File: src/rtl/scan_pkg.sv
package scan_pkg;
  localparam int unsigned MCODE_W = 4;
  localparam logic [MCODE_W-1:0] MCODE_NONE = '0;
  localparam logic [MCODE_W-1:0] MCODE_ALL  = '1;
endpackage

File: src/rtl/scan_rst_sync.sv
module scan_rst_sync (
  input  logic clk,
  input  logic arst_ni,
  output logic srst_no
);
  logic [1:0] sync_q;

  always_ff @(posedge clk or negedge arst_ni) begin
    if (!arst_ni) sync_q <= '0;
    else          sync_q <= {sync_q[0], 1'b1};
  end

  assign srst_no = sync_q[1];
endmodule

File: src/rtl/scan_decomp.sv
module scan_decomp #(
  parameter int unsigned NIN = 2,
  parameter int unsigned NCH = 8
) (
  input  logic [NIN-1:0] si,
  output logic [NCH-1:0] chain_in
);
  localparam int unsigned NSUB = (1 << NIN) - 1;

  // Chain c taps a fixed nonempty subset of the test inputs, cycling through all subsets
  for (genvar c = 0; c < NCH; c++) begin : g_tap
    localparam int unsigned SELI = (c % NSUB) + 1;
    localparam logic [NIN-1:0] SEL = SELI[NIN-1:0];
    assign chain_in[c] = ^(si & SEL);
  end
endmodule

File: src/rtl/scan_chain.sv
module scan_chain #(
  parameter int unsigned LEN = 8
) (
  input  logic           clk,
  input  logic           rst_ni,
  input  logic           se,
  input  logic           sin,
  input  logic [LEN-1:0] func_d,
  output logic [LEN-1:0] cells,
  output logic           sout
);
  logic [LEN-1:0] cell_q;
  logic [LEN-1:0] cell_d;

  // Per-cell input mux: previous cell in shift, functional value in capture
  always_comb begin
    if (se) cell_d = {cell_q[LEN-2:0], sin};
    else    cell_d = func_d;
  end

  always_ff @(posedge clk or negedge rst_ni) begin
    if (!rst_ni) cell_q <= '0;
    else         cell_q <= cell_d;
  end

  assign cells = cell_q;
  assign sout  = cell_q[LEN-1];

  always @(posedge clk) begin
    if (!rst_ni) begin
      p_rst_clear_r1: assert (cell_q == '0)
        else $error("R1: scan cells not cleared during reset");
    end
  end

  p_shift_move_r2: assert property (@(posedge clk) disable iff (!rst_ni)
    se |=> (cell_q[LEN-1:1] == $past(cell_q[LEN-2:0])) && (cell_q[0] == $past(sin)));

  p_capture_load_r4: assert property (@(posedge clk) disable iff (!rst_ni)
    !se |=> cell_q == $past(func_d));
endmodule

File: src/rtl/scan_core.sv
module scan_core #(
  parameter int unsigned NCH = 8,
  parameter int unsigned LEN = 8
) (
  input  logic [NCH-1:0][LEN-1:0] st,
  input  logic [LEN-1:0]          ext_in,
  output logic [NCH-1:0][LEN-1:0] nxt
);
  for (genvar c = 0; c < NCH; c++) begin : g_word
    if (c < NCH - 1) begin : g_sum
      assign nxt[c] = st[c] + st[c+1];
    end else begin : g_ext
      assign nxt[c] = st[c] ^ ext_in;
    end
  end
endmodule

File: src/rtl/scan_mask.sv
module scan_mask #(
  parameter int unsigned NCH = 8,
  parameter int unsigned MW  = scan_pkg::MCODE_W
) (
  input  logic [MW-1:0]  code,
  output logic [NCH-1:0] block
);
  always_comb begin
    block = '0;
    if (code == MW'(scan_pkg::MCODE_ALL)) begin
      block = '1;
    end else begin
      for (int i = 0; i < NCH; i++) begin
        if (int'(code) == i + 1) block[i] = 1'b1;
      end
    end
  end
endmodule

File: src/rtl/scan_compact.sv
module scan_compact #(
  parameter int unsigned NCH  = 8,
  parameter int unsigned NOUT = 2
) (
  input  logic            clk,
  input  logic            rst_ni,
  input  logic [NCH-1:0]  tails,
  input  logic [NCH-1:0]  block,
  output logic [NOUT-1:0] so
);
  localparam int unsigned GRP = NCH / NOUT;

  logic [NCH-1:0]  kept;
  logic [NOUT-1:0] par_d;

  assign kept = tails & ~block;

  for (genvar o = 0; o < NOUT; o++) begin : g_tree
    assign par_d[o] = ^kept[o*GRP +: GRP];
  end

  always_ff @(posedge clk or negedge rst_ni) begin
    if (!rst_ni) so <= '0;
    else         so <= par_d;
  end

  p_all_blocked_zero_r7: assert property (@(posedge clk) disable iff (!rst_ni)
    (&block) |=> so == '0);
endmodule

File: src/rtl/scan_cmp_wrap.sv
module scan_cmp_wrap #(
  parameter int unsigned NCH  = 8,
  parameter int unsigned LEN  = 8,
  parameter int unsigned NIN  = 2,
  parameter int unsigned NOUT = 2
) (
  input  logic                          clk,
  input  logic                          rst_n,
  input  logic                          scan_en,
  input  logic [NIN-1:0]                scan_in,
  input  logic [scan_pkg::MCODE_W-1:0]  mask_code,
  input  logic [LEN-1:0]                core_in,
  output logic [NOUT-1:0]               scan_out
);
  logic                    rst_ni;
  logic [NCH-1:0]          head;
  logic [NCH-1:0]          tail;
  logic [NCH-1:0]          block;
  logic [NCH-1:0][LEN-1:0] state;
  logic [NCH-1:0][LEN-1:0] next_state;

  scan_rst_sync u_rst (
    .clk     (clk),
    .arst_ni (rst_n),
    .srst_no (rst_ni)
  );

  scan_decomp #(.NIN(NIN), .NCH(NCH)) u_decomp (
    .si       (scan_in),
    .chain_in (head)
  );

  scan_core #(.NCH(NCH), .LEN(LEN)) u_core (
    .st     (state),
    .ext_in (core_in),
    .nxt    (next_state)
  );

  for (genvar c = 0; c < NCH; c++) begin : g_chain
    scan_chain #(.LEN(LEN)) u_chain (
      .clk    (clk),
      .rst_ni (rst_ni),
      .se     (scan_en),
      .sin    (head[c]),
      .func_d (next_state[c]),
      .cells  (state[c]),
      .sout   (tail[c])
    );
  end

  scan_mask #(.NCH(NCH), .MW(scan_pkg::MCODE_W)) u_mask (
    .code  (mask_code),
    .block (block)
  );

  scan_compact #(.NCH(NCH), .NOUT(NOUT)) u_compact (
    .clk    (clk),
    .rst_ni (rst_ni),
    .tails  (tail),
    .block  (block),
    .so     (scan_out)
  );
endmodule

File: config.mk
export PLATFORM = sky130hd
export DESIGN_NAME = scan_cmp_wrap
export DESIGN_NICKNAME = d
export VERILOG_FILES = /design/src/rtl/scan_pkg.sv /design/src/rtl/scan_rst_sync.sv /design/src/rtl/scan_decomp.sv /design/src/rtl/scan_chain.sv /design/src/rtl/scan_core.sv /design/src/rtl/scan_mask.sv /design/src/rtl/scan_compact.sv /design/src/rtl/scan_cmp_wrap.sv
export SDC_FILE = /design/constraint.sdc
export NUM_CORES = 1
export LEC_CHECK = 0
export CAP_MARGIN = 5
export CORE_AREA = 2 2 99 101
export CTS_CLUSTER_DIAMETER = 80
export DETAILED_ROUTE_END_ITERATION = 6
export DIE_AREA = 0 0 101 103
export HOLD_SLACK_MARGIN = 0.1
export PLACE_DENSITY = 0.71
export SLEW_MARGIN = 10
export SYNTH_ARGS = -nofsm -noshare
export SYNTH_HDL_FRONTEND = slang
export SYNTH_SLANG_ARGS = --single-unit
File: constraint.sdc
create_clock -name clk -period 6.1 [get_ports clk]
set_input_delay 0.915 -clock clk [delete_from_list [all_inputs] [get_ports clk]]
set_output_delay 0.915 -clock clk [all_outputs]
set_load 0.01 [all_outputs]
==> flow_metrics.tcl, run 1 <==
set metrics [dict create \
    outcome "finished, final reports clean" \
    ys_warn_count 0 \
    htree_levels 3 \
    drt_wl_total_um 8720 \
    arrival_ps 2970 \
    max-cap-violations 0 \
    reg2reg_depth 8 \
    timing.final.hold_violations 0 \
    vias_per_cell 5.53 \
    tightest_slew_ps 888 \
    via_count 3596 \
    synth-edff-count 0 \
    grt_pass1_vias 3407 \
    synth_area_um2 4780 \
    min_period_ps 2720 \
    avgRoutedWirePerCell_um 13.4 \
    syn_nets 596 \
    grt_usage_pct 18.1 \
    max_freq_mhz 367 \
    leakage_uw 0.00226 \
    start_util_pct 50.6 \
    port_buffers 18 \
    post_layout_nonfiller_instances 650 \
    yosys_register_bits 68 \
    fin_hold_ws_ps 367 \
    mostFrequentLayoutCells "o21ai_0 (76), dfrtp_1 (67), nand2_1 (63)" \
    avgSynthCellArea_um2 9.15 \
    drt_first_iter_violations 167 \
    yosys.cell_types.count 39 \
    fp-row-count 36 \
    antenna_cells 0 \
    finalCritPeriodShare_pct 44.6 \
    die_width_um 101 \
    worstPathMaxFanout 16 \
    relSlewSlack_pct 40.8 \
    drc 0 \
    grt-ovfl-total 0 \
    core_area_um2 9460 \
    pin_count 19 \
    dieArea_um2 10400 \
    powerDensity_nw_per_um2 570 \
    dpl.cell_count 635 \
    cts_tree "yes" \
    path_clk_slew_ps 80 \
    rsz0062_at_grt "no" \
    clk_latency_ps 340 \
    grt_pass1_wl_um 15200 \
    skew_ps 13.0 \
    yosysSeqAreaShare_pct 35.6 \
    antenna_found_initial 0 \
    synthToLayoutAreaGrowth_pct 8.50 \
    setup_tns_ps 0 \
    post_cts_buffers 0 \
    dr.pass1.iters 4 \
    final_common_cell "o21ai_0" \
    numCtsBuffers 9 \
    cp-startpoint "mask_code[0]" \
    final_nets 605 \
    r2r_start "g_chain[7].u_chain.cells[0]" \
    min_path_type "flop to flop" \
    fp.dieH_um 103 \
    ctsHoldBuffers 0 \
    clock-sinks 68 \
    critPathCaptureType "flop" \
    synth_ff_type "dfrtp_1" \
    path_class "input pin to flop" \
    drive_above_1_share_pct 3.92 \
    ir_drop_uv 170 \
    antenna_left 0 \
    hp-start "u_rst.sync_q[0]" \
    dp_hpwl_um 5850 \
    syn_inst 523 \
    synthArstFlopShare_pct 100 \
    start_kind "input pin" \
    gp_congestion 0.761 \
    grt_max_degree 98 \
    post_cts_resized 0 \
    setup_viol 0 \
    hold_depth 0 \
    slew_violations 0 \
    clock_path_buffers 2 \
    cp.required_ps 6350 \
    total_power_uw 2960 \
    ctsRootBufferMaster "clkbuf_8" \
]
critical path, stage by stage:
cell	delay (ps)
clkdlybuf4s50_1	660
or4b_2	760
a21oi_1	180
a211oi_1	80
xnor2_1	170
a41oi_1	200
cells by family after synthesis:
group / count (synthesis) / synth area share (%)
AO/OA/AOI/OAI: 165 / 21.3
XOR/XNOR: 46 / 8.42
adder cells (fa/ha/maj): 56 / 15.7
buffers and inverters: 50 / 4.08
flip-flops: 68 / 35.6
other: 1 / 0.0784
AND/OR/NAND/NOR: 137 / 14.8
power by group:
group / internal [uW] / switching, uW / total, uW / leakage [uW]
Sequential: 656 / 185 / 840 / 0.000818
Clock: 155 / 171 / 326 / 0.0000860
Combinational: 880 / 913 / 1790 / 0.00136
Yosys cell counts, types with 2 or more instances:
library cell	n	area, um^2
a21boi_0	7	52.6
nor2b_1	7	43.8
buf_1	5	18.8
nor2_1	15	56.3
nor3b_1	9	67.6
nand3_1	9	45.0
a41oi_1	2	17.5
a221oi_1	6	52.6
clkbuf_1	13	48.8
nand2_1	63	236
o22ai_1	8	50.1
o41ai_1	2	17.5
inv_1	28	105
buf_2	3	15.0
or4b_2	3	30.0
xor2_1	21	184
a21o_1	8	60.1
o31ai_1	7	52.6
a21oi_1	18	90.1
or3_1	8	50.1
nor4b_1	7	61.3
o311a_1	2	20.0
xnor2_1	25	219
fa_1	7	140
ha_1	49	613
o21a_1	16	120
dfrtp_1	68	1700
a211oi_1	11	82.6
or4_1	6	45.0
nand2b_1	6	37.5
o21ai_0	76	380
sequential cells by signal, indices dropped and copies added, names as in the netlist:
register               flops
u_rst.sync_q               2
u_compact.so               2
g_chain.u_chain.cells     64
layer usage:
layer / vias up / wire (um) / GRT usage (%)
met2: 43 / 3890 / 29.1
met1: 1654 / 4450 / 24.5
met4: 0 / 138 / 6.24
met3: 10 / 235 / 3.53
li1: 1889 / - / -
met5: - / 0 / 0
final cells by class:
type	count	area (um^2)
tap	114	143
multi-input combinational	405	2890
clock inverter	3	15.0
inverter	28	105
clock buffer	12	145
timing repair buffer	20	193
sequential	68	1700
fill	876	4270
worst paths after layout:
kind                                                     to  slack [ps]
worst min register to register              u_rst.sync_q[1]         370
max in group asynchronous       g_chain[4].u_chain.cells[2]        5040
min in group asynchronous       g_chain[0].u_chain.cells[1]         450
worst max register to register  g_chain[6].u_chain.cells[6]        3990
worst min-delay path                        u_rst.sync_q[1]         370
worst max-delay path                        u_compact.so[1]        3380
per-stage QoR:
| step | cell area, um^2 | setup WS [ps] | util, % |
|---|---|---|---|
| finish | 5190 | 3380 | 54.9 |
| global route | 5190 | 3320 | 54.9 |
| CTS | 5190 | 3460 | 54.9 |
| detailed placement | 5030 | 3090 | 53.2 |
| global placement | 5030 | 3210 | 53.2 |
| floorplan | 4780 | 3940 | - |
Note: power is estimated with default switching activity, not from simulation.
==> run 2, diff against run 1 <==
Clock period 6.1 ns to 2.6 ns, I/O delays scaled along.
==> flow_metrics.tcl, run 2 (synthesis results as in run 1) <==
set metrics [dict create \
    dieArea_um2 10400 \
    fin_area_um2 5250 \
    grt_pass1_vias 3529 \
    powerDensity_nw_per_um2 1340 \
    r2r_start "g_chain[2].u_chain.cells[0]" \
    min_period_ps 2120 \
    ctsRootBufferMaster "clkbuf_8" \
    final_common_cell "o21ai_0" \
    drc 0 \
    tightest_slew_ps 903 \
    mostFrequentLayoutCells "o21ai_0 (76), dfrtp_1 (67), nand2_1 (63)" \
    fp.dieH_um 103 \
    slew_violations 0 \
    antenna_found_initial 0 \
    die_width_um 101 \
    setup_viol 0 \
    setup_ws_ps 481 \
    grt_max_degree 109 \
    dp_hpwl_um 6320 \
    leakage_uw 0.00229 \
    cp.required_ps 2880 \
    grt_pass1_wl_um 15700 \
    relSlewSlack_pct 39.8 \
    port_buffers 18 \
    drive_above_1_share_pct 4.62 \
    setup_tns_ps 0 \
    critPathCaptureType "flop" \
    cts_tree "yes" \
    drt_first_iter_violations 174 \
    reg2reg_depth 8 \
    fin_hold_ws_ps 201 \
    vias_per_cell 5.58 \
    skew_ps 11.0 \
    critical_path.slowest_cell "or4_1" \
    htree_levels 3 \
    clk_latency_ps 350 \
    post_cts_buffers 0 \
    rrSetupSlack_ps 480 \
    outcome "finished, final reports clean" \
    min_path_type "input pin to async pin" \
    numCtsBuffers 9 \
    rsz0062_at_grt "no" \
    finalCritPeriodShare_pct 81.5 \
    largest_register_ffs 64 \
    path_clk_slew_ps 70 \
    arrival_ps 2400 \
    total_power_uw 7050 \
    ir_drop_uv 380 \
    cp_slowest_stage_delay_ps 520 \
    synthToLayoutAreaGrowth_pct 9.84 \
    pin_count 19 \
    cp-startpoint "g_chain[2].u_chain.cells[0]" \
    timing.final.hold_violations 0 \
    pre_cts_slack_ps 287 \
    ctsHoldBuffers 0 \
    worstPathMaxFanout 3 \
    post_cts_resized 0 \
    antenna_left 0 \
    start_util_pct 50.6 \
    gp_congestion 0.799 \
    core_area_um2 9460 \
    grt_usage_pct 18.7 \
    path_class "flop to flop" \
    start_kind "flop" \
    grt-ovfl-total 0 \
    reg2reg_to "g_chain[2].u_chain.cells[6]" \
    via_count 3656 \
    clock_path_buffers 2 \
    max_freq_mhz 472 \
    drt_wl_total_um 8920 \
    antenna_cells 0 \
    clock-sinks 68 \
    crit_chain "ha_1, inv_1, fa_1, nor2b_1, o21ai_0, a21boi_0, or4_1, nand3_1" \
    dr.pass1.iters 4 \
    place_area_um2 5070 \
    avgRoutedWirePerCell_um 13.6 \
    fp-row-count 36 \
    final_nets 609 \
    max-cap-violations 0 \
]
-- run 2: how the worst max path moves through the flow --
stage                                        to  slack (ps)  cells after the start
finish              g_chain[2].u_chain.cells[6]         480                      8
global route        g_chain[3].u_chain.cells[6]         300                      8
CTS                 g_chain[2].u_chain.cells[6]         500                      8
detailed placement              u_compact.so[0]         290                      6
global placement                u_compact.so[0]         340                      6
floorplan           g_chain[0].u_chain.cells[0]         570                      0
-- run 2: per-layer routing --
| layer | vias up | GRT usage, % | share of wire, % |
|---|---|---|---|
| met1 | 1690 | 25.0 | 49 |
| met2 | 50 | 30.4 | 47 |
| li1 | 1902 | - | - |
| met4 | 0 | 8.11 | 2.0 |
| met3 | 14 | 3.05 | 2.5 |
| met5 | - | 0 | 0 |
-- run 2: critical path, delay by kind of cell, from the launching register on --
family                   cells  cell delay, ps
flip-flops                   1             400
AND/OR/NAND/NOR              3             670
adder cells (fa/ha/maj)      2             460
AO/OA/AOI/OAI                2             440
buffers and inverters        1              80
-- run 2: metrics by stage --
step                      cells  util (%)
after floorplan             523         -
after global placement      639      53.6
after detailed placement    639      53.6
after CTS                   655      55.5
after global routing        655      55.5
final                       655      55.5
-- run 2: layout make-up --
class,instances,area [um^2]
Clock buffer,15,176
Sequential cell,68,1700
Inverter,28,105
Timing Repair Buffer,24,235
Tap cell,114,143
Multi-Input combinational cell,405,2890
Fill cell,851,4210
Clock inverter,1,5.00
-- run 2: where the power goes --
| part | switching [uW] | internal (uW) |
|---|---|---|
| Sequential | 448 | 1540 |
| Clock | 398 | 425 |
| Combinational | 2170 | 2080 |
